`src/rtl/ring_edge_synth.sv`:
```
module ring_edge_synth #(
  parameter int NCH   = 4,
  parameter int USE_C = 1,
  localparam int NEV  = 8,
  localparam int SELW = $clog2(NEV),
  localparam int CFGW = 4 * SELW,
  localparam int CHW  = (NCH > 1) ? $clog2(NCH) : 1
) (
  input  logic            clk,
  input  logic            rst_n,
  input  logic [NCH-1:0]  pwm_a,
  input  logic [NCH-1:0]  pwm_b,
  input  logic [NCH-1:0]  blank_b_start,
  input  logic [NCH-1:0]  blank_b_end,
  input  logic            period_start,
  input  logic            cfg_we,
  input  logic [CHW-1:0]  cfg_ch,
  input  logic [CFGW-1:0] cfg_sel,
  input  logic            cfg_en,
  output logic [NCH-1:0]  out_a,
  output logic [NCH-1:0]  out_b,
  output logic [NCH-1:0]  pwm_c
);

  logic [NCH-1:0] a_q, b_q, c_q, c_prev, en_q, oa_q, ob_q;
  logic [CFGW-1:0] pend_q [NCH];
  logic [CFGW-1:0] act_q  [NCH];

  always_ff @(posedge clk) begin
    if (!rst_n) begin
      a_q    <= '0;
      b_q    <= '0;
      c_prev <= '0;
    end else begin
      a_q    <= pwm_a;
      b_q    <= pwm_b;
      c_prev <= c_q;
    end
  end

  assign out_a = oa_q;
  assign out_b = ob_q;
  assign pwm_c = c_q;

  for (genvar i = 0; i < NCH; i++) begin : g_ch
    localparam int NX = (i + 1) % NCH;
    logic [NEV-1:0] ev;
    logic set_a, clr_a, set_b, clr_b, wr;

    assign wr = cfg_we && (cfg_ch == CHW'(i));

    assign ev[0] =  pwm_a[i]  & ~a_q[i];
    assign ev[1] = ~pwm_a[i]  &  a_q[i];
    assign ev[2] =  pwm_b[i]  & ~b_q[i];
    assign ev[3] = ~pwm_b[i]  &  b_q[i];
    assign ev[4] =  pwm_a[NX] & ~a_q[NX];
    assign ev[5] = ~pwm_a[NX] &  a_q[NX];

    if (USE_C != 0) begin : g_csrc
      assign ev[6] =  c_q[i] & ~c_prev[i];
      assign ev[7] = ~c_q[i] &  c_prev[i];
    end else begin : g_bsrc
      assign ev[6] =  pwm_b[NX] & ~b_q[NX];
      assign ev[7] = ~pwm_b[NX] &  b_q[NX];
    end

    assign set_a = ev[act_q[i][0*SELW +: SELW]];
    assign clr_a = ev[act_q[i][1*SELW +: SELW]];
    assign set_b = ev[act_q[i][2*SELW +: SELW]];
    assign clr_b = ev[act_q[i][3*SELW +: SELW]];

    always_ff @(posedge clk) begin
      if (!rst_n) begin
        pend_q[i] <= '0;
        act_q[i]  <= '0;
        en_q[i]   <= 1'b0;
        c_q[i]    <= 1'b0;
        oa_q[i]   <= 1'b0;
        ob_q[i]   <= 1'b0;
      end else begin
        if (period_start) act_q[i] <= pend_q[i];
        if (wr) begin
          pend_q[i] <= cfg_sel;
          en_q[i]   <= cfg_en;
        end
        if (blank_b_end[i])        c_q[i] <= 1'b0;
        else if (blank_b_start[i]) c_q[i] <= 1'b1;
        if (!en_q[i])   oa_q[i] <= 1'b0;
        else if (clr_a) oa_q[i] <= 1'b0;
        else if (set_a) oa_q[i] <= 1'b1;
        if (!en_q[i])   ob_q[i] <= 1'b0;
        else if (clr_b) ob_q[i] <= 1'b0;
        else if (set_b) ob_q[i] <= 1'b1;
      end
    end

    a_r7_disabled_low: assert property (@(posedge clk) disable iff (!rst_n)
      !en_q[i] |=> (!out_a[i] && !out_b[i]));
    a_r5_clear_wins: assert property (@(posedge clk) disable iff (!rst_n)
      (en_q[i] && clr_a) |=> !out_a[i]);
    a_r4_set_raises: assert property (@(posedge clk) disable iff (!rst_n)
      (en_q[i] && set_b && !clr_b) |=> out_b[i]);
    a_r4_hold: assert property (@(posedge clk) disable iff (!rst_n)
      (en_q[i] && !set_a && !clr_a) |=> $stable(out_a[i]));
    a_r6_sel_deferred: assert property (@(posedge clk) disable iff (!rst_n)
      !period_start |=> $stable(act_q[i]));
    a_r8_c_end_wins: assert property (@(posedge clk) disable iff (!rst_n)
      blank_b_end[i] |=> !pwm_c[i]);
  end

endmodule

```
`config.mk`:
```
export PLATFORM = sky130hd
export DESIGN_NAME = ring_edge_synth
export DESIGN_NICKNAME = d
export VERILOG_FILES = /design/src/rtl/ring_edge_synth.sv
export SDC_FILE = /design/constraint.sdc
export NUM_CORES = 1
export LEC_CHECK = 0
export ABC_AREA = 1
export ABC_CLOCK_PERIOD_IN_PS = 2000
export CAP_MARGIN = 40
export CORE_ASPECT_RATIO = 1.4
export CORE_UTILIZATION = 50
export CTS_BUF_LIST = sky130_fd_sc_hd__clkbuf_16
export CTS_CLUSTER_SIZE = 8
export DETAILED_ROUTE_END_ITERATION = 10
export PLACE_DENSITY = 0.68
export SKIP_LAST_GASP = 1
export SYNTH_ARGS = -nofsm -noshare
export SYNTH_HDL_FRONTEND = slang
export SYNTH_SLANG_ARGS = --single-unit
```
`constraint.sdc`:
```
create_clock -name clk -period 2 [get_ports clk]
set_clock_uncertainty 0.1 [all_clocks]
set_input_delay 0.4 -clock clk [delete_from_list [all_inputs] [get_ports clk]]
set_output_delay 0.4 -clock clk [all_outputs]
set_load 0.005 [all_outputs]
```
==> results of run 1 <==
routing by layer:
layer | global-route usage (%) | vias up
met1 | 28.3 | 2194
met4 | 11.7 | 0
met2 | 36.7 | 131
met3 | 4.14 | 27
met5 | 0 | -
li1 | - | 2444
sequential cells by signal, summed over array words and instances, names as in the netlist:
register / flops
pwm_c: 4
b_q: 4
c_prev: 4
en_q: 4
out_b: 4
a_q: 4
out_a: 4
act_q: 48
pend_q: 48
power breakdown:
part,total (W),internal (W),switching [W]
Sequential,0.00306,0.00294,0.000116
Combinational,0.000600,0.000243,0.000356
Clock,0.00277,0.00160,0.00118
cells by family (layout without fill, tap and decap cells):
group	Yosys count	count (layout)	synth area share (%)
AND/OR/NAND/NOR	414	414	30.6
buffers and inverters	185	255	11.9
flip-flops	124	124	56.5
AO/OA/AOI/OAI	12	12	0.986
worst min path at each step:
stage	to	slack, ps	cells past startpoint
2_1_floorplan	en_q[2]	350	2
4_1_cts	en_q[0]	400	2
3_3_place_gp	en_q[0]	390	2
3_5_place_dp	en_q[0]	390	2
5_1_grt	pwm_c[2]	420	2
6_report	en_q[0]	400	2
area by class of cell:
class,count,area share [%]
Sequential cell,124,47.0
Multi-Input combinational cell,426,26.2
Inverter,169,8.65
Timing Repair Buffer,54,8.30
Clock buffer,17,5.80
Tap cell,147,2.51
Clock inverter,15,1.54
placed cells by master, fill, tap and decap left out, types with 4 or more instances in the layout:
cell	synthesis	final
o21ai_0	12	12
inv_2	9	9
edfxtp_1	96	96
nor2_4	4	4
clkbuf_16	0	17
buf_12	0	7
nand2_1	84	84
nor2_1	135	135
nand3_1	164	164
clkdlybuf4s50_1	0	46
inv_6	0	6
inv_1	160	160
nor2_2	17	17
dfxtp_1	28	28
nor3_1	5	5
metrics by stage:
| stage | area, µm² | setup WS [ps] |
|---|---|---|
| final | 7330 | 86.1 |
| after CTS | 7330 | 72.7 |
| after global routing | 7330 | 14.2 |
| after detailed placement | 6790 | 43.2 |
| after floorplan | 6090 | 187 |
| after global placement | 6790 | 45.9 |
==> flow_metrics.tcl, run 1 <==
set metrics [dict create \
    status "finished clean" \
    instances_no_fill 952 \
    worstSetupPathType "reg -> out" \
    yosys_register_bits 124 \
    area_growth_pct 20.4 \
    cp-endpoint "pwm_c[2]" \
    max_freq_mhz 522 \
    nets 827 \
    path_clk_slew_ps 60 \
    drive_gt1_share_pct 9.19 \
    cts_setup_buffers 0 \
    clock_sinks 124 \
    die_x_um 95.3 \
    synth_common_cells "164 x nand3_1, 160 x inv_1, 135 x nor2_1" \
    std_cell_rows 47 \
    cpPeakStageDelay_ps 550 \
    gr-total-overflow 0 \
    io_pins 47 \
    async_flop_share_pct 0 \
    grt_use_total_pct 22.6 \
    vias 4796 \
    start_util_pct 51.5 \
    synth-main-ff-cell "edfxtp_1" \
    wl_mm 13.1 \
    setup.worst_path.end_class "output pin" \
    final_hold_viol_count 0 \
    multi_input_area_um2 1920 \
    vdd_drop_max_mv 0.583 \
    ys_seq_area_share_pct 56.5 \
    htree_num_levels 4 \
    crit_chain "clkdlybuf4s50_1" \
    cp_slowest_cell "clkdlybuf4s50_1" \
    min_period_ps 1910 \
    maxSlewHeadroom_pct 67.5 \
    hold_ws_ps 395 \
    dr.pass1.iters 5 \
    p_per_area_nw_per_um2 877 \
    grt_setup_unrepaired "false" \
    worstPathArrival_ps 1410 \
    clock_latency_ps 410 \
    synth_edf_count 96 \
    viasPerCell 5.04 \
    wire_per_inst_um 13.8 \
    crit_family "buffers and inverters" \
    clk_path_buf_depth 2 \
    drtIter0Drc 367 \
    cts_tree "built" \
    finalSetupTns_ps 0 \
    portBuffers 46 \
    met2_wirelength_mm 6.53 \
    synth_area_leaders "edfxtp_1 47%, nand3_1 13%, inv_1 9.9%" \
    crit_start "pwm_c[2]" \
    antenna_found_initial 0 \
    syn_nets 770 \
    worst-path-buf-inv 1 \
    gp_congestion 0.888 \
    cp.depth 1 \
    required_ps 1500 \
    rr_endpoint "out_b[0]" \
    min_from "en_q[0]" \
    synth_area_per_cell_um2 8.29 \
    worstReg2RegStart "a_q[0]" \
    die_area_um2 12600 \
    syn_area_um2 6090 \
    dp_hpwl_mm 9.50 \
    syn_inst 735 \
    grt_max_degree 49 \
    synth_area_leader_cell "edfxtp_1" \
    synth_cell_type_count 17 \
    reg2regPathDepth 7 \
    cts_buffers 17 \
    clock-root-buffer "clkbuf_16" \
    drc_errors 0 \
    diodes 0 \
    ctsHoldBuffers 0 \
    drv_cap 0 \
    maxUsedRoutingLayer "met4" \
    finalPower_w 0.00643 \
    post-route-period-util_pct 95.7 \
    coreArea_um2 11800 \
    synth_most_common_cell "nand3_1" \
    wirelength_met1_mm 5.73 \
    die_h_um 133 \
    final_util_pct 62.0 \
    grt_pass1_wl_mm 21.4 \
    dp.cells 920 \
    start_kind "register" \
    yosys_warnings 0 \
    detail-route-antenna-nets 0 \
    fillerInstances 1007 \
    r2r_slack_ps 580 \
    wl_met3_um 471 \
    setup_viol 0 \
    regArea_um2 3440 \
    tightest_slew_ps 486 \
    synth_top_area_share_pct 47.3 \
    hold_path.class "reg -> reg" \
    cts_resized 0 \
    slew_viol_final 0 \
    p_leak_nw 3.23 \
    grt_pass1_vias 4499 \
    crit_fanout 7 \
]
Note: power is estimated with default switching activity, not from simulation.
==> run 2, diff against run 1 <==
--- a/config.mk
+++ b/config.mk
@@ -8,7 +8,7 @@
 export ABC_AREA = 1
 export ABC_CLOCK_PERIOD_IN_PS = 2000
 export CAP_MARGIN = 40
-export CORE_ASPECT_RATIO = 1.4
+export CORE_ASPECT_RATIO = 1.2
 export CORE_UTILIZATION = 50
 export CTS_BUF_LIST = sky130_fd_sc_hd__clkbuf_16
 export CTS_CLUSTER_SIZE = 8
==> run 2 against run 1 <==
Worst hold slack improved by 2.6 ps. Setup slack lost 7.3 ps. Non-clock buffer count up 7. Register-to-register slack worse by 30 ps. Sequential share of layout area decreased by 0.37 points. Maximum frequency decreased by 0.38%. Largest power group unchanged. Clock power decreased by 4%. Combinational power grew 2%. Sequential cell count unchanged. Critical path type unchanged. Die area about the same. Clock-buffer cell count unchanged.
==> flow_metrics.tcl, run 2 (same netlist as run 1, synthesis figures left out) <==
set metrics [dict create \
    clock-root-buffer "clkbuf_16" \
    required_ps 1500 \
    fillerInstances 1039 \
    r2r_slack_ps 550 \
    finalInstanceArea_um2 7390 \
    gp_congestion 0.842 \
    max_freq_mhz 520 \
    worstReg2RegStart "a_q[3]" \
    die_h_um 123 \
    worstHoldPathCells 2 \
    start_util_pct 51.9 \
    tightest_slew_ps 531 \
    p_sw_w 0.00149 \
    clk_path_buf_depth 2 \
    p_leak_nw 3.27 \
    finalPower_w 0.00634 \
    worstPathArrival_ps 1420 \
    seqPwrFrac_pct 48.2 \
    drtIter0Drc 236 \
    coreArea_um2 11700 \
    viasPerCell 4.98 \
    gr-total-overflow 0 \
    status "finished clean" \
    place_area_um2 6870 \
    final_hold_viol_count 0 \
    p_int_w 0.00485 \
    setup.worst_path.end_class "output pin" \
    pwr-share-clk_pct 42.1 \
    grt_pass1_wl_mm 20.9 \
    hold_path.class "reg -> reg" \
    cts_setup_buffers 0 \
    hold_ws_ps 398 \
    path_clk_slew_ps 50 \
    diodes 0 \
    netSwitchingFraction_pct 23.5 \
    min_period_ps 1920 \
    holdPathEnd "en_q[2]" \
    std_cell_rows 43 \
    die_x_um 103 \
    wire_per_inst_um 13.4 \
    clock_sinks 124 \
    setup_viol 0 \
    start_kind "register" \
    cp_slowest_cell "clkdlybuf4s50_1" \
    cts_resized 0 \
    fin_ws_ps 78.8 \
    ctsHoldBuffers 0 \
    grt_pass1_vias 4577 \
    cpPeakStageDelay_ps 550 \
    worstSetupPathType "reg -> out" \
    cts_tree "built" \
    grt_use_total_pct 22.7 \
    finalSetupTns_ps 0 \
    dp_hpwl_mm 9.39 \
    p_comb_share_pct 9.7 \
    wl_mm 13.0 \
    crit_fanout 7 \
    rr_endpoint "out_a[3]" \
    dr.pass1.iters 5 \
    portBuffers 46 \
    reg_top3 "act_q x48, pend_q x48" \
    antenna_found_initial 0 \
    crit_family "buffers and inverters" \
    io_pins 47 \
    die_area_um2 12600 \
    vdd_drop_max_mv 0.603 \
    nets 834 \
    htree_num_levels 4 \
    crit_chain "clkdlybuf4s50_1" \
    drc_errors 0 \
    grt_max_degree 49 \
    final_cell_mix "164 x inv_1, 164 x nand3_1, 135 x nor2_1, 96 x edfxtp_1, 84 x nand2_1" \
    grt_setup_unrepaired "false" \
    clock_latency_ps 410 \
    reg2regPathDepth 7 \
    maxSlewHeadroom_pct 64.5 \
    drv_cap 0 \
    detail-route-antenna-nets 0 \
    cts_buffers 17 \
    area_growth_pct 21.3 \
    drive_gt1_share_pct 8.87 \
    slew_viol_final 0 \
    worst-path-buf-inv 1 \
    vias 4823 \
    dp_slack_ps 19.0 \
    post-route-period-util_pct 96.1 \
    p_per_area_nw_per_um2 858 \
    min_from "en_q[2]" \
]
## run 2: changes by cell type in the layout (fill, tap and decap cells not counted), sizes merged
cell and delta:
buf +7, bufinv +1, inv -2, clkinv +1
## run 2: how the worst max path moves through the flow
stage / start / endpoint / slack [ps] / cells past startpoint
2_1_floorplan: rst_n / act_q[0][0] / 190 / 3
3_3_place_gp: cfg_ch[0] / pend_q[1][1] / 40 / 6
3_5_place_dp: cfg_ch[0] / pend_q[1][8] / 20 / 6
4_1_cts: pwm_c[2] / pwm_c[2] / 60 / 1
5_1_grt: pwm_c[2] / pwm_c[2] / 20 / 1
6_report: pwm_c[2] / pwm_c[2] / 80 / 1
## run 2: power groups by stage
stage,combinational [W],sequential (W),clock (W)
global route,0.000691,0.00307,0.00281
detailed placement,0.000613,0.00310,0
CTS,0.000616,0.00305,0.00271
floorplan,0.000390,0.00306,0
finish,0.000614,0.00306,0.00267
global placement,0.000602,0.00310,0
## run 2: metrics by stage
step           utilization, %  cells
2_1_floorplan               -    735
3_3_place_gp             58.6    937
3_5_place_dp             58.6    937
4_1_cts                  63.0    969
5_1_grt                  63.0    969
6_report                 63.0    969
## run 2: final cells by class
class                           count  area (µm²)  share of cell area (%)
Clock inverter                     15        92.6                    1.25
Multi-Input combinational cell    426        1920                    26.0
Clock buffer                       17         425                    5.76
Timing Repair Buffer               61         673                    9.11
Sequential cell                   124        3440                    46.6
Tap cell                          157         196                    2.66
Inverter                          169         634                    8.59
## run 2: routing by layer
layer  track usage, %  share of wire (%)  vias up
met3             4.07                4.8       33
li1                 -                  -     2444
met2             39.5                 51      127
met5                0                  0        -
met1             26.3                 42     2219
met4             12.2                2.8        0
==> run 3, diff against run 2 <==
--- a/config.mk
+++ b/config.mk
@@ -9,11 +9,11 @@
 export ABC_CLOCK_PERIOD_IN_PS = 2000
 export CAP_MARGIN = 40
 export CORE_ASPECT_RATIO = 1.2
-export CORE_UTILIZATION = 50
+export CORE_UTILIZATION = 45
 export CTS_BUF_LIST = sky130_fd_sc_hd__clkbuf_16
 export CTS_CLUSTER_SIZE = 8
 export DETAILED_ROUTE_END_ITERATION = 10
-export PLACE_DENSITY = 0.68
+export PLACE_DENSITY = 0.62
 export SKIP_LAST_GASP = 1
 export SYNTH_ARGS = -nofsm -noshare
 export SYNTH_HDL_FRONTEND = slang
==> run 3 against run 2 <==
First-iteration DRC count up 36%. Clock power is 5% lower. Sequential cell count is the same. Combinational power fell by 1%. Global-route usage decreased by 1.9 points. Maximum frequency shrank 0.47%. Via count about the same. Power down 2.3%. Sequential power about the same. Worst hold slack got worse by 3.3 ps. Die area is 11% higher. Design area is 0.39% lower.
==> flow_metrics.tcl, run 3 (same netlist as run 1, synthesis figures left out) <==
set metrics [dict create \
    htree_num_levels 4 \
    reg2regPathDepth 7 \
    p_per_area_nw_per_um2 842 \
    coreArea_um2 13200 \
    min_period_ps 1930 \
    dp_hpwl_mm 9.35 \
    worstSetupPathType "reg -> out" \
    clock_latency_ps 410 \
    reg_top3 "act_q x48, pend_q x48" \
    drtIter0Drc 322 \
    tightest_slew_ps 528 \
    vias 4820 \
    grt_setup_unrepaired "false" \
    final_util_pct 55.6 \
    clk_path_buf_depth 2 \
    drv_cap 0 \
    required_ps 1500 \
    cpPeakStageDelay_ps 560 \
    setup.worst_path.end_class "output pin" \
    cts_setup_buffers 0 \
    diodes 0 \
    max_freq_mhz 518 \
    die_x_um 108 \
    worstPathArrival_ps 1430 \
    start_kind "register" \
    ctsHoldBuffers 0 \
    final_cell_mix "165 x inv_1, 164 x nand3_1, 135 x nor2_1, 96 x edfxtp_1, 84 x nand2_1" \
    netSwitchingFraction_pct 23.8 \
    area_growth_pct 20.8 \
    worstHoldPathCells 2 \
    grt_pass1_vias 4580 \
    maxSlewHeadroom_pct 64.7 \
    std_cell_rows 46 \
    p_int_w 0.00472 \
    hold_path.class "reg -> reg" \
    p_comb_share_pct 9.8 \
    antenna_found_initial 0 \
    crit_fanout 7 \
    slew_viol_final 0 \
    drive_gt1_share_pct 9.00 \
    gp_congestion 0.956 \
    vdd_drop_max_mv 0.553 \
    worst-path-buf-inv 1 \
    clock_sinks 124 \
    p_leak_nw 3.25 \
    path_clk_slew_ps 50 \
    grt_max_degree 49 \
    setup_viol 0 \
    finalSetupTns_ps 0 \
    drc_errors 0 \
    nets 833 \
    crit_family "buffers and inverters" \
    clock-root-buffer "clkbuf_16" \
    die_h_um 129 \
    wl_mm 13.2 \
    pwr-share-clk_pct 40.9 \
    grt_use_total_pct 20.8 \
    dr.pass1.iters 7 \
    cts_tree "built" \
    io_pins 47 \
    cp.depth 1 \
    start_util_pct 46.0 \
    cp_slowest_cell "clkdlybuf4s50_1" \
    die_area_um2 14000 \
    final_common_cell "inv_1" \
    crit_chain "clkdlybuf4s50_1" \
    portBuffers 46 \
    final_hold_viol_count 0 \
    gr-total-overflow 0 \
    cts_resized 0 \
    status "finished clean" \
    cts_buffers 17 \
    viasPerCell 4.92 \
    fillerInstances 1191 \
    p_sw_w 0.00148 \
    grt_pass1_wl_mm 21.4 \
    detail-route-antenna-nets 0 \
    seqPwrFrac_pct 49.3 \
    wire_per_inst_um 13.5 \
    post-route-period-util_pct 96.5 \
]
## run 3: cell types whose count changed in the layout (fill, tap and decap cells not counted)
cell	before	now
buf_12	8	7
clkinv_1	6	3
bufinv_16	1	0
clkinv_2	2	5
inv_1	164	165
## run 3: worst paths after layout
kind / from / end / slack, ps
setup / recovery: pwm_c[3] / pwm_c[3] / 70
hold / removal: en_q[3] / en_q[3] / 390
setup reg to reg: a_q[3] / out_a[3] / 550
hold reg to reg: en_q[3] / en_q[3] / 390
## run 3: power by group through the flow
| stage | Sequential [W] | Combinational [W] | Clock, W |
|---|---|---|---|
| after floorplan | 0.00306 | 0.000390 | 0 |
| after global placement | 0.00310 | 0.000595 | 0 |
| after detailed placement | 0.00311 | 0.000608 | 0 |
| after CTS | 0.00305 | 0.000611 | 0.00258 |
| after global routing | 0.00308 | 0.000685 | 0.00270 |
| final | 0.00306 | 0.000608 | 0.00253 |
## run 3: cell type report
type	instances	area, µm²	area share [%]
tap	168	210	2.86
clock buffer	17	425	5.78
inverter	169	634	8.62
sequential	124	3440	46.8
timing repair buffer	60	653	8.88
multi-input combinational	426	1920	26.1
clock inverter	15	70.1	0.952
## run 3: per-layer routing
metal  global-route usage [%]  vias up  part of all wire (%)
met5                        0        -                     0
met4                     10.3        0                   2.2
met3                     4.78       31                   4.8
met2                     36.4      140                    52
met1                     23.7     2207                    41
li1                         -     2442                     -
## run 3: metrics by stage
stage                     setup slack [ps]  hold slack [ps]  std cells  power [W]  instance area, µm²
after floorplan                        187              353        735    0.00345                6090
after global placement                52.8              386        947    0.00370                6860
after detailed placement              44.7              384        947    0.00371                6860
after CTS                             58.8              399        979    0.00625                7360
after global routing                  10.2              415        979    0.00646                7360
final                                 69.6              395        979    0.00620                7360
